File: config.mk
export PLATFORM = sky130hd
export DESIGN_NAME = page_commit_unit
export DESIGN_NICKNAME = d
export VERILOG_FILES = /design/src/rtl/pcu_pkg.sv /design/src/rtl/pcu_buffer.sv /design/src/rtl/pcu_addr.sv /design/src/rtl/pcu_timer.sv /design/src/rtl/page_commit_unit.sv
export SDC_FILE = /design/constraint.sdc
export NUM_CORES = 1
export LEC_CHECK = 0
export BUFFER_PORTS_ARGS = -buffer_cell sky130_fd_sc_hd__buf_2
export CAP_MARGIN = 20
export CORE_UTILIZATION = 55
export DETAILED_ROUTE_END_ITERATION = 7
export PLACE_DENSITY = 0.84
export SYNTH_ARGS = -nofsm -noshare
export SYNTH_HDL_FRONTEND = slang
export SYNTH_SLANG_ARGS = --single-unit
File: constraint.sdc
create_clock -name clk -period 2.6 [get_ports clk]
set_input_delay 0 -clock clk [delete_from_list [all_inputs] [get_ports clk]]
set_output_delay 0 -clock clk [all_outputs]
set_load 0.01 [all_outputs]
File: src/rtl/pcu_pkg.sv
// Package: shared constants and helpers for the page commit unit.
// Assumes the protected region is selected by the three top address bits.
package pcu_pkg;
    localparam int BYTE_W = 8;

    // True when the three most significant address bits select the top eighth.
    function automatic logic in_top_eighth(input logic [2:0] top3);
        return &top3;
    endfunction
endpackage

File: src/rtl/pcu_buffer.sv
// Module: one-page staging buffer with a per-column valid mask.
// Assumes at most one write per cycle; clear wins over write.
module pcu_buffer #(
    parameter int PAGE_W = 6,
    localparam int PAGE_SZ = 1 << PAGE_W
) (
    input  logic              clk,
    input  logic              rst_n,
    input  logic              wr_en,
    input  logic [PAGE_W-1:0] wr_col,
    input  logic [7:0]        wr_data,
    input  logic              clr,
    input  logic [PAGE_W-1:0] rd_col,
    output logic [7:0]        rd_data,
    output logic              rd_vld,
    output logic              any_vld
);
    logic [7:0]         lane [PAGE_SZ];
    logic [PAGE_SZ-1:0] vmask;

    for (genvar c = 0; c < PAGE_SZ; c++) begin : g_lane
        // Purpose: hold the byte and the valid bit of one column.
        always_ff @(posedge clk) begin
            if (!rst_n || clr) begin
                vmask[c] <= 1'b0;
            end else if (wr_en && wr_col == PAGE_W'(c)) begin
                vmask[c] <= 1'b1;
                lane[c]  <= wr_data;
            end
        end
    end

    // Purpose: present the column being committed.
    always_comb begin
        rd_data = lane[rd_col];
        rd_vld  = vmask[rd_col];
        any_vld = |vmask;
    end
endmodule

File: src/rtl/pcu_addr.sv
// Module: current-address counter with page-local and full-width stepping.
// Assumes the caller has already resolved priority between the requests.
module pcu_addr #(
    parameter int ADDR_W = 15,
    parameter int PAGE_W = 6
) (
    input  logic              clk,
    input  logic              rst_n,
    input  logic              load,
    input  logic [ADDR_W-1:0] load_val,
    input  logic              step_col,
    input  logic              step_all,
    output logic [ADDR_W-1:0] cur
);
    // Purpose: load, step within the page, or step the whole address.
    always_ff @(posedge clk) begin
        if (!rst_n) begin
            cur <= '0;
        end else if (load) begin
            cur <= load_val;
        end else if (step_col) begin
            cur[PAGE_W-1:0] <= cur[PAGE_W-1:0] + 1'b1;
        end else if (step_all) begin
            cur <= cur + 1'b1;
        end
    end
endmodule

File: src/rtl/pcu_timer.sv
// Module: write-cycle timer; busy for exactly WCYC cycles after a start.
// Assumes start is only raised while not busy.
module pcu_timer #(
    parameter int WCYC = 2500000,
    localparam int TMR_W = $clog2(WCYC + 1)
) (
    input  logic             clk,
    input  logic             rst_n,
    input  logic             start,
    output logic             busy,
    output logic [TMR_W-1:0] tmr,
    output logic             done
);
    assign done = busy && (tmr == TMR_W'(WCYC - 1));

    // Purpose: run the busy interval and count its cycles.
    always_ff @(posedge clk) begin
        if (!rst_n) begin
            busy <= 1'b0;
            tmr  <= '0;
        end else if (start) begin
            busy <= 1'b1;
            tmr  <= '0;
        end else if (busy) begin
            tmr <= tmr + 1'b1;
            if (done) busy <= 1'b0;
        end
    end
endmodule

File: src/rtl/page_commit_unit.sv
// Module: page write buffer and commit unit (top).
// Stages write bytes into one page and commits them in a timed write cycle
// on stop; keeps the current address for reads. Assumes WCYC >= 64 so the
// column sweep fits inside the busy interval, and ADDR_W >= PAGE_W + 3.
module page_commit_unit #(
    parameter int ADDR_W = 15,
    parameter int PAGE_W = 6,
    parameter int WCYC   = 2500000
) (
    input  logic              clk,
    input  logic              rst_n,
    input  logic              addr_load,
    input  logic [ADDR_W-1:0] addr_in,
    input  logic              byte_vld,
    input  logic [7:0]        byte_in,
    input  logic              stop_evt,
    input  logic              wp_in,
    input  logic              rd_adv,
    output logic              busy,
    output logic [ADDR_W-1:0] cur_addr,
    output logic              mem_we,
    output logic [ADDR_W-1:0] mem_addr,
    output logic [7:0]        mem_wdata
);
    import pcu_pkg::*;

    localparam int PAGE_SZ = 1 << PAGE_W;
    localparam int TMR_W   = $clog2(WCYC + 1);

    logic              idle, do_load, do_byte, do_step, do_start;
    logic              any_vld, col_vld, done, in_sweep;
    logic [TMR_W-1:0]  tmr;
    logic [7:0]        col_data;
    logic [PAGE_W-1:0] sweep_col;

    // Purpose: resolve request priority; everything is ignored while busy.
    always_comb begin
        idle     = !busy;
        do_load  = idle && addr_load;
        do_byte  = idle && !addr_load && byte_vld;
        do_step  = idle && !addr_load && !byte_vld && rd_adv;
        do_start = idle && !addr_load && !byte_vld && stop_evt && any_vld;
    end

    pcu_addr #(.ADDR_W(ADDR_W), .PAGE_W(PAGE_W)) u_addr (
        .clk(clk), .rst_n(rst_n),
        .load(do_load), .load_val(addr_in),
        .step_col(do_byte), .step_all(do_step),
        .cur(cur_addr)
    );

    pcu_buffer #(.PAGE_W(PAGE_W)) u_buf (
        .clk(clk), .rst_n(rst_n),
        .wr_en(do_byte), .wr_col(cur_addr[PAGE_W-1:0]), .wr_data(byte_in),
        .clr(do_load || done),
        .rd_col(sweep_col), .rd_data(col_data), .rd_vld(col_vld),
        .any_vld(any_vld)
    );

    pcu_timer #(.WCYC(WCYC)) u_tmr (
        .clk(clk), .rst_n(rst_n), .start(do_start),
        .busy(busy), .tmr(tmr), .done(done)
    );

    // Purpose: drive the memory write port during the column sweep.
    always_comb begin
        sweep_col = tmr[PAGE_W-1:0];
        in_sweep  = busy && (32'(tmr) < PAGE_SZ);
        mem_addr  = {cur_addr[ADDR_W-1:PAGE_W], sweep_col};
        mem_wdata = col_data;
        mem_we    = in_sweep && col_vld &&
                    !(wp_in && in_top_eighth(mem_addr[ADDR_W-1 -: 3]));
    end
endmodule

==> results.toml, run 1 <==
[layout]
drive_gt1_frac = 0.3088
multi_input_area_mm2 = 0.007196
final_core_util = 0.6678
fin_nets = 1757
fin_area_mm2 = 0.02966
syn_to_final_growth_pct = 19.38
seqCellArea_mm2 = 0.01755
fill_cells = 2704
final_cells = 2357
diodes = 0

[floorplan]
num_rows = 77
die_h_um = 214.5
ios = 70
die_w_um = 214.5
fp.coreArea_mm2 = 0.04441
die_area_mm2 = 0.04603
initial_core_util = 0.5594

[setup_path]
max_stage_delay_ps = 530
path_buf_inv = 4
crit_fanout = 7
cp.required_ps = 2600
slowest_stage = "mux4_2"
crit_arrival_ps = 2850
cp_cell_sequence = "buf_12 > buf_12 > buf_16 > mux4_2 > nand2_1 > nand4_1 > a221o_1 > buf_2"
cp-end-kind = "primary output"
cpLargestDelayFamily = "buffers and inverters"
crit_type = "reg2out"
crit_top_cell = "buf_12"
crit_path_start_kind = "flip-flop"

[global_routing]
overflow = 0
antenna_found_initial = 0
grt_usage = 0.2818
grt_start_max_net_pins = 65
grt_pass1_wl_um = 96370
grt_pass1_vias = 15488

[clock_tree]
cts_tree = "yes"
h-tree-depth = 2
cts_inserted_buffers = 58
clk_latency_ps = 630
clockBufferDepth = 3
clkTransAtPathRegs_ps = 70
cts_root_buffer = "clkbuf_16"
cts_sinks = 620

[sta]
rsz0062_at_grt = "yes"
setup_viol = 8
fin_crit_sh = 1.096
relSlewSlack = 0.2365
max_clock_freq_mhz = 351.1
setup_slack_ps = -248.4
tightestPinTransition_ps = 1145
finClkSkew_ps = 26.73
drv_slew = 0
hold_viol = 0
setup_tns_ps = -1510
period_needed_ps = 2848

[logic_synthesis]
synth_top_family_by_area = "multiplexers"
synth-simple-area-share = 0.07201
yosysMostFrequentCell = "edfxtp_1"
synth_xor_area_frac = 0.007403
synth_common_cells = "edfxtp_1, nor2_1, mux4_2"
async_flop_share = 0
synth_largest_area_cell = "edfxtp_1"
synth_fp_nets = 1542
yosysWarnings = 0
yosysTopAreaCellShare = 0.6188
syn_avg_cell_area_um2 = 16.49
syn-cell-area_mm2 = 0.02485
yosys-top-cells-area = "edfxtp_1, mux4_2, dfxtp_1, nor2_1, a21oi_1"
synth_adder_area_share = 0.002518
yosysSeqAreaShare = 0.7058
synth_compound_area_frac = 0.05016
synth_edf_count = 512
ys.flop_type = "edfxtp_1"
synthCells = 1507
synth.distinct_cells = 61
synth_mux_area_frac = 0.1400
ys_ff_latch = 620

[placed_design]
port_buffers = 69
dp_cells = 2194
post_dp_cell_area_mm2 = 0.02652
dp_hpwl_um = 37390
gp_congestion = 0.9108

[routing]
wl_per_cell_um = 27.57
drc = 0
finalWirelength_um = 64990
firstDrtPassIters = 5
postRouteAntennaNets = 0
drtIter0Drc = 2170
avgViaCountPerCell = 6.599
vias = 15553

[outcome]
violations = "negative setup slack"
run_status = "complete, but fails checks"

[power_and_ir_drop]
p_leak_nw = 9.591
p_per_area_mw_per_mm2 = 672.2
irDropWorstVdd_mv = 0.5957

[hold_path]
hold_class = "in2reg"

[job]
cap_violations = 0
[layout by cell type (no fill, tap or decap), types with 6 or more instances in the layout]
cell type | netlist | layout
dlygate4sd3_1 | 0 | 27
nand3_1 | 19 | 19
inv_1 | 9 | 9
o22ai_1 | 18 | 8
mux2i_2 | 0 | 8
nand4_1 | 15 | 15
nor3_1 | 14 | 14
buf_4 | 24 | 126
mux4_2 | 141 | 141
clkbuf_8 | 0 | 6
dfxtp_1 | 108 | 100
o21ai_0 | 23 | 21
and3_1 | 10 | 10
buf_12 | 0 | 17
buf_6 | 0 | 9
mux2i_1 | 29 | 17
nor2b_1 | 13 | 10
a22oi_2 | 0 | 17
clkbuf_1 | 39 | 13
xnor2_1 | 18 | 18
and2_1 | 20 | 19
clkbuf_16 | 0 | 61
a22oi_1 | 26 | 9
clkinv_2 | 0 | 10
nand2_2 | 0 | 7
nand2_1 | 53 | 46
a21oi_1 | 80 | 78
nor4_1 | 26 | 25
nor2_1 | 186 | 184
buf_2 | 33 | 68
o22ai_2 | 0 | 10
edfxtp_1 | 512 | 512
buf_16 | 0 | 6
[flip-flops by register name, indices dropped and copies added (netlist names), named ones only]
register,flops
u_buf.lane,512
u_tmr.tmr,22
u_addr.cur,15
u_buf.vmask,64
u_tmr.busy,1
[report_power, final]
group	total (W)	switching (W)	internal [W]
Combinational	0.000674	0.000430	0.000245
Clock	0.00846	0.00363	0.00484
Sequential	0.0108	0.0000378	0.0108
Total	0.0199	0.00409	0.0158
[final timing paths]
path	startpoint	end	slack [ps]	cells past startpoint
setup / recovery	flip-flop	mem_wdata[4]	-250	8
hold / removal	byte_in[7]	u_buf.lane[8][7]	60	2
setup reg to reg	u_buf.vmask[11]	u_tmr.busy	190	6
hold reg to reg	u_buf.vmask[61]	u_buf.vmask[61]	500	2
[timing repair]
| action | in CTS | in global routing |
|---|---|---|
| endpoints found under the hold margin | 78 | 0 |
| pin swaps | 26 | 9 |
| hold buffers | 27 | 0 |
| resized for setup | 95 | 26 |
| cloned | 6 | 0 |
| setup buffers | 26 | 3 |
| endpoints found under the setup margin | 9 | 11 |
[layout make-up]
cell class | instances | area share
multi-input combinational | 776 | 0.2426
timing repair buffer | 257 | 0.07614
inverter | 9 | 0.001139
sequential | 620 | 0.5919
clock inverter | 22 | 0.007214
clock buffer | 81 | 0.05606
tap | 592 | 0.02497
[through the flow]
stage / worst slack, ps / total power [W] / hold slack [ps]
floorplan: 369.5 / 0.01129 / 98.87
global placement: 3.857 / 0.01155 / 264.9
detailed placement: -53.42 / 0.01158 / 269.4
CTS: -202.7 / 0.01994 / 41.69
global route: -279.2 / 0.02038 / 70.71
finish: -248.4 / 0.01994 / 60.93
[routing by layer]
| metal | vias up | wire length [µm] | GRT usage |
|---|---|---|---|
| met5 | - | 0 | 0 |
| met4 | 0 | 2623 | 0.1150 |
| met3 | 214 | 7034 | 0.05504 |
| met2 | 1217 | 32300 | 0.4695 |
| met1 | 7770 | 23030 | 0.3657 |
| li1 | 6352 | - | - |
[kinds of logic after synthesis]
logic type                 Yosys count
and+or+nand+nor                    381
xor gates and xnor gates            21
DFF                                620
adders and majority gates            5
AOI/OAI and AO/OA                  198
muxes                              171
buffers and inverters              111
Note: power is estimated with default switching activity, not from simulation.
==> run 2: changes to the inputs <==
RECOVER_POWER = 25   (was default)
==> results.toml, run 2 (same netlist as run 1, synthesis figures left out) <==
[hold_path]
hold_path_end = "u_tmr.tmr[0]"
hold_class = "in2reg"
holdPathStages = 5
min_from = "byte_vld"

[global_routing]
overflow = 0
antenna_found_initial = 0
grt_usage = 0.2818
grt_start_max_net_pins = 65
grt_pass1_vias = 15488
grt_pass1_wl_um = 96370

[placed_design]
dp_worst_setup_slack_ps = -53.42
port_buffers = 69
dp_hpwl_um = 37390
post_dp_cell_area_mm2 = 0.02652
gp_congestion = 0.9108

[floorplan]
die_w_um = 214.5
die_h_um = 214.5
fp.coreArea_mm2 = 0.04441
initial_core_util = 0.5594
die_area_mm2 = 0.04603
num_rows = 77
ios = 70

[layout]
final_common_cell = "edfxtp_1"
reg_top3 = "u_buf.lane: 512 flops, u_buf.vmask: 64 flops, u_tmr.tmr: 22 flops"
fin_area_mm2 = 0.02965
layout_common_cells = "edfxtp_1, nor2_1, mux4_2"
syn_to_final_growth_pct = 19.34
drive_gt1_frac = 0.3065
fin_nets = 1757
regMostFlops = "u_buf.lane"
diodes = 0
largest_reg_flops = 512

[sta]
hold_ws_ps = 71.55
relSlewSlack = -0.8304
fin_crit_sh = 1.093
setup_slack_ps = -240.7
max_clock_freq_mhz = 352.0
drv_slew = 260
rsz0062_at_grt = "yes"
finClkSkew_ps = 26.73
tightestPinTransition_ps = 2746
period_needed_ps = 2841
setup_tns_ps = -1470
setup_viol = 8
hold_viol = 0

[power_and_ir_drop]
irDropWorstVdd_mv = 0.5938
power.total_w = 0.01995
p_leak_nw = 9.578
p_per_area_mw_per_mm2 = 672.7

[clock_tree]
clk_latency_ps = 630
cts_inserted_buffers = 58
h-tree-depth = 2
clockBufferDepth = 3
clkTransAtPathRegs_ps = 60
cts_root_buffer = "clkbuf_16"
cts_tree = "yes"
cts_sinks = 620

[outcome]
violations = "max-capacitance violations, max-slew violations, negative setup slack"
run_status = "complete, but fails checks"

[setup_path]
worstRegToRegCells = 6
ff2ff_setup_slack_ps = 210
rr_startpoint = "u_buf.vmask[11]"
crit_top_cell = "buf_12"
crit_type = "reg2out"
cp_cell_sequence = "buf_12 > buf_12 > buf_16 > mux4_2 > nand3_1 > nand4_1 > a221o_1 > buf_2"
cp.required_ps = 2600
crit_path_start_kind = "flip-flop"
r2r_end = "u_tmr.busy"
crit_fanout = 7
crit_arrival_ps = 2840
path_buf_inv = 4
cpLargestDelayFamily = "buffers and inverters"
cp-end-kind = "primary output"
slowest_stage = "mux4_2"
max_stage_delay_ps = 500

[job]
cap_violations = 4

[routing]
postRouteAntennaNets = 0
firstDrtPassIters = 6
drc = 0
avgViaCountPerCell = 6.610
vias = 15580
drtIter0Drc = 2102
finalWirelength_um = 65270
wl_per_cell_um = 27.69
[run 2: changes by cell type in the layout (fill, tap and decap cells not counted)]
cell	before	now
buf_2	68	64
clkbuf_1	13	17
clkbuf_2	1	3
buf_4	126	124
[run 2: through the flow]
step,cells,util
floorplan,1507,-
global placement,2194,0.5971
detailed placement,2194,0.5971
CTS,2355,0.6648
global route,2357,0.6676
finish,2357,0.6676
[run 2: area by class of cell]
cell class	count	area (µm²)
Sequential cell	620	17550
Fill cell	2707	14760
Multi-Input combinational cell	776	7196
Timing Repair Buffer	257	2248
Clock buffer	81	1663
Tap cell	592	740.7
Clock inverter	22	214.0
Inverter	9	33.78
[run 2: what timing repair did]
action	CTS	global route
setup endpoints to repair	9	11
hold endpoints to repair	78	0
resized for setup	95	26
hold buffers	27	0
cloned	6	0
pin swaps	26	9
buffers inserted	26	3
[run 2: how the worst max path moves through the flow]
stage / slack [ps] / endpoint / cells after the start
6_report: -240 / mem_wdata[4] / 8
5_1_grt: -280 / mem_wdata[4] / 7
4_1_cts: -200 / mem_wdata[4] / 7
3_5_place_dp: -50 / mem_wdata[3] / 6
3_3_place_gp: 4 / mem_wdata[3] / 6
2_1_floorplan: 370 / u_buf.lane[53][0] / 7
[run 2: worst reg2reg max path: cells and delay by family, from the launching register on]
family                 cells  cell delay (ps)
flip-flops                 1              350
buffers and inverters      1              550
AO/OA/AOI/OAI              1              200
AND/OR/NAND/NOR            4             1180
[run 2: power breakdown]
| part | internal (W) | leakage (nW) | total (W) | switching (W) |
|---|---|---|---|---|
| Combinational | 0.000242 | 3.17 | 0.000675 | 0.000432 |
| Clock | 0.00484 | 0.927 | 0.00846 | 0.00362 |
| Sequential | 0.0108 | 5.48 | 0.0108 | 0.0000378 |
| Total | 0.0159 | 9.58 | 0.0199 | 0.00410 |
[run 2: per-layer routing]
layer  GRT usage  part of all wire
met1      0.3657              0.36
met2      0.4695              0.50
met3     0.05504              0.11
met4      0.1150             0.039
met5           0                 0
